## src/rtl/opq_exec_engine.sv

```systemverilog
module opq_exec_engine #(
  parameter int DW   = 16,
  parameter int ACCW = 32,
  parameter int AW   = 8,
  parameter int RPTW = 8
) (
  input  logic            clk,
  input  logic            rst_n,
  input  logic            rpt_load,
  input  logic [RPTW-1:0] rpt_value,
  input  logic            op_empty,
  input  logic [2:0]      op_code,
  output logic            op_pop,
  input  logic            src0_empty,
  input  logic [AW-1:0]   src0_addr,
  output logic            src0_pop,
  input  logic            src1_empty,
  input  logic [AW-1:0]   src1_addr,
  output logic            src1_pop,
  input  logic            dst_empty,
  input  logic [AW-1:0]   dst_addr,
  output logic            dst_pop,
  output logic            in_rd_en,
  output logic [AW-1:0]   in_rd_addr,
  input  logic [DW-1:0]   in_rd_data,
  output logic            wt_rd_en,
  output logic [AW-1:0]   wt_rd_addr,
  input  logic [DW-1:0]   wt_rd_data,
  output logic            out_rd_en,
  output logic [AW-1:0]   out_rd_addr,
  input  logic [ACCW-1:0] out_rd_data,
  output logic            out_wr_en,
  output logic [AW-1:0]   out_wr_addr,
  output logic [ACCW-1:0] out_wr_data
);
  localparam logic [2:0] K_ADD = 3'd0, K_MUL = 3'd1, K_MAC = 3'd2,
                         K_MAX = 3'd3, K_RELU = 3'd4, K_REP = 3'd5;

  logic            alu_op, need_s1, need_dst_rd, is_rep, ready, issue, last_run;
  logic [RPTW-1:0] rpt_reg, rpt_left;
  logic            rpt_armed;
  logic            s1_v, s1_fwd;
  logic [2:0]      s1_op;
  logic [AW-1:0]   s1_dst;
  logic [ACCW-1:0] s1_fwd_data, result;

  assign alu_op      = op_code <= K_RELU;
  assign need_s1     = op_code <= K_MAC;
  assign need_dst_rd = (op_code == K_MAC) || (op_code == K_MAX);
  assign is_rep      = op_code == K_REP;

  assign ready = !op_empty && (!alu_op || (!src0_empty && !dst_empty && (!need_s1 || !src1_empty)));
  assign issue = ready && alu_op;
  assign last_run = !rpt_armed || (rpt_left <= 1);

  assign op_pop   = ready && (!alu_op || last_run);
  assign src0_pop = issue;
  assign dst_pop  = issue;
  assign src1_pop = issue && need_s1;

  assign in_rd_en    = issue;
  assign in_rd_addr  = src0_addr;
  assign wt_rd_en    = issue && need_s1;
  assign wt_rd_addr  = src1_addr;
  assign out_rd_en   = issue && need_dst_rd;
  assign out_rd_addr = dst_addr;

  always_ff @(posedge clk) begin
    if (!rst_n) begin
      rpt_reg   <= RPTW'(1);
      rpt_armed <= 1'b0;
      rpt_left  <= '0;
    end else begin
      if (rpt_load) rpt_reg <= rpt_value;
      if (ready && is_rep) begin
        rpt_armed <= 1'b1;
        rpt_left  <= (rpt_reg == 0) ? RPTW'(1) : rpt_reg;
      end else if (issue && rpt_armed) begin
        if (rpt_left <= 1) rpt_armed <= 1'b0;
        else rpt_left <= rpt_left - 1'b1;
      end
    end
  end

  always_ff @(posedge clk) begin
    if (!rst_n) begin
      s1_v        <= 1'b0;
      s1_op       <= '0;
      s1_dst      <= '0;
      s1_fwd      <= 1'b0;
      s1_fwd_data <= '0;
    end else begin
      s1_v        <= issue;
      s1_op       <= op_code;
      s1_dst      <= dst_addr;
      s1_fwd      <= out_rd_en && s1_v && (s1_dst == dst_addr);
      s1_fwd_data <= result;
    end
  end

  logic signed [DW-1:0]     opa, opb;
  logic signed [2*DW-1:0]   prod;
  logic signed [ACCW-1:0]   a_x, b_x, p_x, d_x;

  assign opa  = in_rd_data;
  assign opb  = wt_rd_data;
  assign prod = opa * opb;
  assign a_x  = opa;
  assign b_x  = opb;
  assign p_x  = prod;
  assign d_x  = s1_fwd ? s1_fwd_data : out_rd_data;

  always_comb begin
    case (s1_op)
      K_ADD:   result = a_x + b_x;
      K_MUL:   result = p_x;
      K_MAC:   result = d_x + p_x;
      K_MAX:   result = (a_x > d_x) ? a_x : d_x;
      default: result = opa[DW-1] ? '0 : a_x;
    endcase
  end

  assign out_wr_en   = s1_v;
  assign out_wr_addr = s1_dst;
  assign out_wr_data = result;

  AST_OP_POP_NONEMPTY: assert property (@(posedge clk) disable iff (!rst_n) op_pop |-> !op_empty);
  AST_IDLE_NO_ACCESS: assert property (@(posedge clk) disable iff (!rst_n)
    op_empty |-> !(src0_pop || src1_pop || dst_pop || in_rd_en || wt_rd_en || out_rd_en));
  AST_NO_EMPTY_POP: assert property (@(posedge clk) disable iff (!rst_n)
    !((src0_pop && src0_empty) || (src1_pop && src1_empty) || (dst_pop && dst_empty)));
  AST_WHOLE_ISSUE: assert property (@(posedge clk) disable iff (!rst_n)
    (src1_pop || dst_pop) |-> (src0_pop && dst_pop));
  AST_WRITE_NEXT: assert property (@(posedge clk) disable iff (!rst_n) dst_pop |=> out_wr_en);
  AST_WRITE_ADDR: assert property (@(posedge clk) disable iff (!rst_n)
    $past(dst_pop) |-> (out_wr_addr == $past(dst_addr)));
  AST_WRITE_ONLY_AFTER_POP: assert property (@(posedge clk) disable iff (!rst_n)
    !dst_pop |=> !out_wr_en);
endmodule

```

## config.mk

```make
export PLATFORM = sky130hd
export DESIGN_NAME = opq_exec_engine
export DESIGN_NICKNAME = d
export VERILOG_FILES = /design/src/rtl/opq_exec_engine.sv
export SDC_FILE = /design/constraint.sdc
export NUM_CORES = 1
export LEC_CHECK = 0
export BUFFER_PORTS_ARGS = -buffer_cell sky130_fd_sc_hd__buf_4
export CAP_MARGIN = 20
export CORE_MARGIN = 2
export CORE_UTILIZATION = 25
export CTS_CLUSTER_DIAMETER = 30
export DETAILED_ROUTE_END_ITERATION = 10
export GPL_ROUTABILITY_DRIVEN = 0
export HOLD_SLACK_MARGIN = 0.1
export PLACE_DENSITY = 0.37
export SKIP_CTS_REPAIR_TIMING = 1
export SYNTH_ARGS = -nofsm -noshare
export SYNTH_HDL_FRONTEND = slang
export SYNTH_SLANG_ARGS = --single-unit
```

## constraint.sdc

```tcl
create_clock -name clk -period 12.59 [get_ports clk]
set_input_delay 1.8885 -clock clk [delete_from_list [all_inputs] [get_ports clk]]
set_output_delay 1.8885 -clock clk [all_outputs]
set_load 0.02 [all_outputs]
```

After elaboration in Yosys (flattened, before gate mapping):

Index checks and enable logic that the tools add are counted.

* flip-flop bits (word level): 62
* latch bits: 0
* memory bits (writable): 0
* memory bits (read-only): 0
* bits of input ports: 106
* output and inout bits: 72
* logic and storage cells: 64
* memories: 0

* add/sub/neg operators: 3
* multiply operators: 1
* divide/modulo/power cells: 0
* order comparisons: 4
* equality and inequality tests: 8
* shift operators: 0
* multiplexer cells: 11
* bitwise operators: 0
* reductions and logical operators: 29

Operators by type and width (count)
* case mux 32 bit (4 select lines): 1
* 2-to-1 mux 32 bit: 2
* adder 32 bit: 1
* > comparator 16 x 32 -> 1 bit: 1
* multiplier 16 x 16 -> 32 bit: 1
* 2-to-1 mux 8 bit: 4
* adder 16 x 16 -> 17 bit: 1
* 2-to-1 mux 15 bit: 1
* equality test 3 x 2 -> 1 bit (second input constant): 4
* logical AND 1 bit: 11
* equality test 8 bit: 1
* less-or-equal comparator 8 x 1 -> 1 bit (second input constant): 1
* logical NOT 8 bit: 1
* subtractor 8 x 1 -> 8 bit (second input constant): 1
* logical NOT 1 bit: 7
* logical OR 1 bit: 5
* AND reduction 2 bit: 2
* nonzero test 2 bit: 2
* equality test 3 x 1 -> 1 bit (second input constant): 1
* equality test 3 bit (second input constant): 1
* less-or-equal comparator 3 x 2 -> 1 bit (second input constant): 1
* less-or-equal comparator 3 bit (second input constant): 1
* logical NOT 3 bit: 1
* 2-to-1 mux 1 bit: 3
* != test 2 x 1 -> 1 bit (second input constant): 1

Longest topological paths before layout:

Gate-level depths: netlist of run 1.

* depth after elaboration: 10
* mapped depth: 33
* gate-level depth less buffers: 31

Worst setup path before layout of run 1:

No wires, ideal clock.

* path kind: input-to-output
* start point: input port in_rd_data[15]
* end point: output port out_wr_data[31]
* arrival time: 9.113 ns
* required time: 10.701 ns
* slack: 1.589 ns
* stages on the path: 32
* buffers on the path: 3
* path through: clkbuf_1 clkbuf_1 nand2_1 inv_1 fa_1 inv_1 fa_1 inv_1 fa_1 fa_1 fa_1 inv_1 fa_1 inv_1 ha_1 clkbuf_1 a21o_1 a21o_1 a211o_1 and2_1 a21oi_1 o311ai_1 ha_1 inv_1 nor3_1 o41ai_1 o221ai_1 nor2_1 a221oi_1 nand3_1 o221a_2 nand2_1

* word-level cells in the longest chain between the ends: 3
* elaborated cells between the ends (all ways): 6
* classes of those cells: add/sub (2); mul (1); order compare (1); mux (2)

Ends and longest elaborated chain
* start, declared: line 25 `input logic [DW-1:0] in_rd_data,`
* multiplier 16 x 16 -> 32 bit or > comparator 16 x 32 -> 1 bit (tied branches): line 107, 118
* adder 32 bit or 2-to-1 mux 32 bit (tied branches): line 117, 118
* case mux 32 bit (4 select lines) *: line 114 `case (s1_op)`
* end, declared: line 34 `output logic [ACCW-1:0] out_wr_data`

Every way passes the cells marked *; elsewhere a longest branch is shown, timed or not.

Worst setup path after layout of run 1:

* start point: input port in_rd_data[7]
* end point: output port out_wr_data[31]

Same word-level chain as after synthesis.

==> results of run 1 <==
cell type report:
class | instances | area share
Clock buffer | 9 | 0.0120
Clock inverter | 7 | 0.00525
Timing Repair Buffer | 159 | 0.0634
Antenna cell | 1 | 0.000133
Sequential cell | 62 | 0.0659
Tap cell | 864 | 0.0574
Multi-Input combinational cell | 1456 | 0.724
Inverter | 359 | 0.0715
through the flow:
| stage | cells | instance area [um2] | setup slack, ps | utilization |
|---|---|---|---|---|
| 6_report | 2917 | 18800 | 400 | 0.286 |
| 5_1_grt | 2916 | 18800 | 8.45 | 0.286 |
| 4_1_cts | 2916 | 18800 | 39.7 | 0.286 |
| 3_5_place_dp | 2900 | 18500 | 128 | 0.281 |
| 3_3_place_gp | 2900 | 18500 | -62.0 | 0.281 |
| 2_1_floorplan | 1967 | 16600 | 1590 | - |
tightest hold or removal path: stages (launching register included):
cell and delay, ps:
dfxtp_1 310, nand2_1 50, a31oi_1 70
cells in the mapped netlist (all sizes together), types with 18 or more instances:
cell	n	area share
xor2	29	0.015
mux2i	22	0.013
buf	32	0.014
a21oi	110	0.033
inv	359	0.081
and2	163	0.061
nand2	178	0.041
mux2	22	0.015
clkbuf	58	0.013
a21o	24	0.011
fa	264	0.32
nand3	18	0.0054
xnor2	49	0.026
nand4	20	0.0075
o21a	21	0.0095
ha	164	0.12
dfxtp	62	0.075
o21ai	68	0.021
nor3	23	0.0069
nor2	81	0.018
how the worst max path moves through the flow:
stage / startpoint / endpoint / slack, ps
final: in_rd_data[7] / out_wr_data[31] / 400
after global routing: in_rd_data[7] / out_wr_data[31] / 8
after CTS: in_rd_data[7] / out_wr_data[28] / 40
after detailed placement: in_rd_data[7] / out_wr_data[28] / 130
after global placement: in_rd_data[7] / out_wr_data[28] / -60
after floorplan: in_rd_data[15] / out_wr_data[31] / 1590
cell families (layout without fill, tap and decap cells):
group                    after synthesis  after routing
AND/OR/NAND/NOR                      537            537
buffers and inverters                449            534
adder cells (fa/ha/maj)              428            428
AO/OA/AOI/OAI                        369            369
XOR/XNOR                              78             78
flip-flops                            62             62
multiplexers                          44             44
other                                  0              1
routing by layer:
metal  global-route usage  vias up  part of all wire
met4               0.0243        0             0.012
met1                0.247     7059              0.48
met2                0.300      272              0.48
li1                     -     6543                 -
met3               0.0129       34             0.029
met5                    0        -                 0
==> impl_metrics.yaml, run 1 <==
floorplan:
  core_area_um2: 65900
  fp.dieArea_um2: 68700
  die_x_um: 262
  rows: 94
  start_util: 0.253
  pin_count: 178
  die_h_um: 262
setup_path:
  r2r_cells: 12
  cp_max_fo: 19
  reg2reg_from: "s1_fwd"
  crit_family: "adder cells"
  r2r_slack_ps: 7830
  cp_slowest_cell: "ha_1"
  max_stage_delay_ps: 590
  cp-end-kind: "output pin"
  r2r-end: "s1_fwd_data[15]"
  worst-path-stages: 32
  cp_data_arrival_time_ps: 10300
  required_ps: 10700
  cp_num_buf_inv: 8
  start_kind: "input port"
  criticalPathCategory: "input port to output pin"
route:
  post-route-drc-count: 0
  wl_per_cell_um: 20.2
  drtIter0Drc: 849
  vias: 13900
  drt_first_pass_iters: 5
  antenna_left: 0
  wirelength_mm: 58.9
  avgViaCountPerCell: 4.77
layout:
  regMostFlops: "s1_fwd_data"
  multi_input_area_um2: 13700
  layout-drive-gt1-share: 0.106
  largest_reg_flops: 32
  register_area_um2: 1240
  nFillCells: 7148
  final_cell_mix: "359 x inv_1, 264 x fa_1, 177 x nand2_1"
  final_common_cell: "inv_1"
  areaGrowthSynthToFinish_pct: 13.2
  num-nets-final: 2581
min_path:
  hold_class: "flip-flop to flip-flop"
  min_path_cells: 2
  hp-start: "rpt_armed"
  min_to: "rpt_armed"
logic_synthesis:
  syn_nets: 2501
  ys_ff_latch: 62
  synth_top_family_by_area: "adder cells"
  yosysWarnings: 0
  synth-adder-area-share: 0.441
  netlist_area_um2: 16600
  synth_cell_types: 71
  synth_seq_area_share: 0.0746
  synth_flop_cell: "dfxtp_1"
  synth_edf_count: 0
  synth.avg_cell_area_um2: 8.46
  synthArstFlopShare: 0
  syn_inst: 1967
  muxShareOfSynthArea: 0.0281
  yosys.area_share.simple: 0.162
  synth_xor_area_frac: 0.0410
  synth-compound-area-share: 0.146
sta:
  max_slew_margin: 0.270
  whs_ps: 485
  period_share: 0.968
  worstMarginPinSlew_ps: 1090
  max_freq_ghz: 0.0820
  rsz0062_at_grt: "false"
  fin_skew_ps: 13.6
  finalSetupTns_ps: 0
  setup_violations: 0
  hold_viol_final: 0
  report.final.slew_viol_count: 0
  fin_crit_ps: 12190
cts:
  cts_tree: "yes"
  clock_path_buffers: 2
  clockRootBuffer: "clkbuf_16"
  insertion_delay_ps: 350
  clk_pin_slew_ps: 60
  numCtsBuffers: 9
  cts_sinks: 62
  h-tree-depth: 3
run:
  maxCapViolCount: 0
grt:
  grt_pass1_vias: 14700
  track_usage: 0.175
  grt_max_degree: 42
  grt_overflow: 0
  grt_pass1_wl_mm: 91.3
  antenna_found_initial: 0
placed_design:
  dpl.hpwl_mm: 48.1
  portBuffers: 145
run_status:
  outcome: "finished clean"
Power of run 1 is not shown: default switching activity piles up to over one toggle a cycle in this logic, so the estimate is an artifact.
==> run 2: changes to the inputs <==
--- a/config.mk
+++ b/config.mk
@@ -8,12 +8,12 @@
 export BUFFER_PORTS_ARGS = -buffer_cell sky130_fd_sc_hd__buf_4
 export CAP_MARGIN = 20
 export CORE_MARGIN = 2
-export CORE_UTILIZATION = 25
+export CORE_UTILIZATION = 62
 export CTS_CLUSTER_DIAMETER = 30
 export DETAILED_ROUTE_END_ITERATION = 10
 export GPL_ROUTABILITY_DRIVEN = 0
 export HOLD_SLACK_MARGIN = 0.1
-export PLACE_DENSITY = 0.37
+export PLACE_DENSITY = 0.8
 export SKIP_CTS_REPAIR_TIMING = 1
 export SYNTH_ARGS = -nofsm -noshare
 export SYNTH_HDL_FRONTEND = slang
==> impl_metrics.yaml, run 2 (synthesis results as in run 1) <==
sta:
  whs_ps: 492
  period_share: 0.928
  setup_violations: 0
  fin_crit_ps: 11690
  finalSetupTns_ps: 0
  report.final.slew_viol_count: 0
  max_slew_margin: 0.276
  hold_viol_final: 0
  fin_skew_ps: 8.83
  max_freq_ghz: 0.0856
  worst_slack_ps: 901
  rsz0062_at_grt: "false"
  worstMarginPinSlew_ps: 1080
cts:
  cts_tree: "yes"
  clockRootBuffer: "clkbuf_16"
  h-tree-depth: 3
  insertion_delay_ps: 340
  clk_pin_slew_ps: 60
  cts_sinks: 62
  clock_path_buffers: 2
  numCtsBuffers: 9
route:
  drtIter0Drc: 1218
  avgViaCountPerCell: 6.11
  post-route-drc-count: 0
  vias: 14500
  drt_first_pass_iters: 7
  antenna_left: 0
  wl_per_cell_um: 19.8
  wirelength_mm: 47.1
grt:
  grt_max_degree: 42
  grt_pass1_wl_mm: 77.9
  grt_overflow: 0
  grt_pass1_vias: 15300
  antenna_found_initial: 0
  track_usage: 0.347
layout:
  finalNonFillerCells: 2382
  antenna_cells: 0
  areaGrowthSynthToFinish_pct: 8.49
  num-nets-final: 2576
  final_cell_mix: "359 x inv_1, 264 x fa_1, 177 x nand2_1"
  largest_reg_flops: 32
  layout-drive-gt1-share: 0.101
  nFillCells: 2099
  final_common_cell: "inv_1"
  regMostFlops: "s1_fwd_data"
floorplan:
  start_util: 0.635
  die_x_um: 168
  pin_count: 178
  die_h_um: 168
  fp.dieArea_um2: 28200
  core_area_um2: 26200
  rows: 59
placed_design:
  dpl_worst_slack_ps: 1040
  dp.cells: 2364
  portBuffers: 145
  dpl.hpwl_mm: 37.8
setup_path:
  cp_data_arrival_time_ps: 9800
  criticalPathCategory: "input port to output pin"
  start_kind: "input port"
  required_ps: 10700
  cp_max_fo: 17
  cp-end-kind: "output pin"
run:
  maxCapViolCount: 0
min_path:
  hold_class: "flip-flop to flip-flop"
run_status:
  outcome: "finished clean"
-- run 2: cell type report --
cell class | instances | area [um2] | area share
Inverter | 359 | 1350 | 0.0746
Sequential cell | 62 | 1240 | 0.0687
Clock buffer | 9 | 225 | 0.0125
Timing Repair Buffer | 154 | 1150 | 0.0639
Clock inverter | 7 | 57.6 | 0.00319
Tap cell | 335 | 419 | 0.0232
Multi-Input combinational cell | 1456 | 13600 | 0.754
-- run 2: metrics by stage --
step,util,cell area [um2]
2_1_floorplan,-,16600
3_3_place_gp,0.678,17800
3_5_place_dp,0.678,17800
4_1_cts,0.689,18000
5_1_grt,0.689,18100
6_report,0.689,18100
-- run 2: layer usage --
layer	track usage	routed length, um	vias up	share of wire
met4	0.143	1890	0	0.040
li1	-	-	6547	-
met2	0.575	22200	734	0.47
met1	0.453	18900	7120	0.40
met3	0.0590	4140	144	0.088
met5	0	0	-	0
-- run 2: worst max-delay path: stages --
cell	delay, ps
buf_4	190
nand2_1	140
inv_1	90
fa_1	670
inv_1	150
fa_1	500
inv_1	370
fa_1	540
fa_1	580
fa_1	460
fa_1	490
ha_1	400
o21a_1	140
o22ai_1	180
nand2_1	70
o22ai_1	400
a31o_2	250
xor2_1	310
inv_1	100
ha_1	420
inv_1	100
o221ai_1	310
nor2_1	80
a221oi_1	330
nand3_1	120
o221a_2	300
nand2_1	60
buf_4	140
-- run 2: path summary, 6_finish.rpt --
| kind | endpoint | cells after the start | startpoint | slack (ps) |
|---|---|---|---|---|
| setup / recovery | out_wr_data[31] | 28 | wt_rd_data[1] | 900 |
| hold / removal | rpt_left[3] | 2 | rpt_left[3] | 490 |
| setup reg to reg | s1_fwd_data[15] | 14 | s1_fwd | 8050 |
| hold reg to reg | rpt_left[3] | 2 | rpt_left[3] | 490 |
Power of run 2 is left out for the same reason.
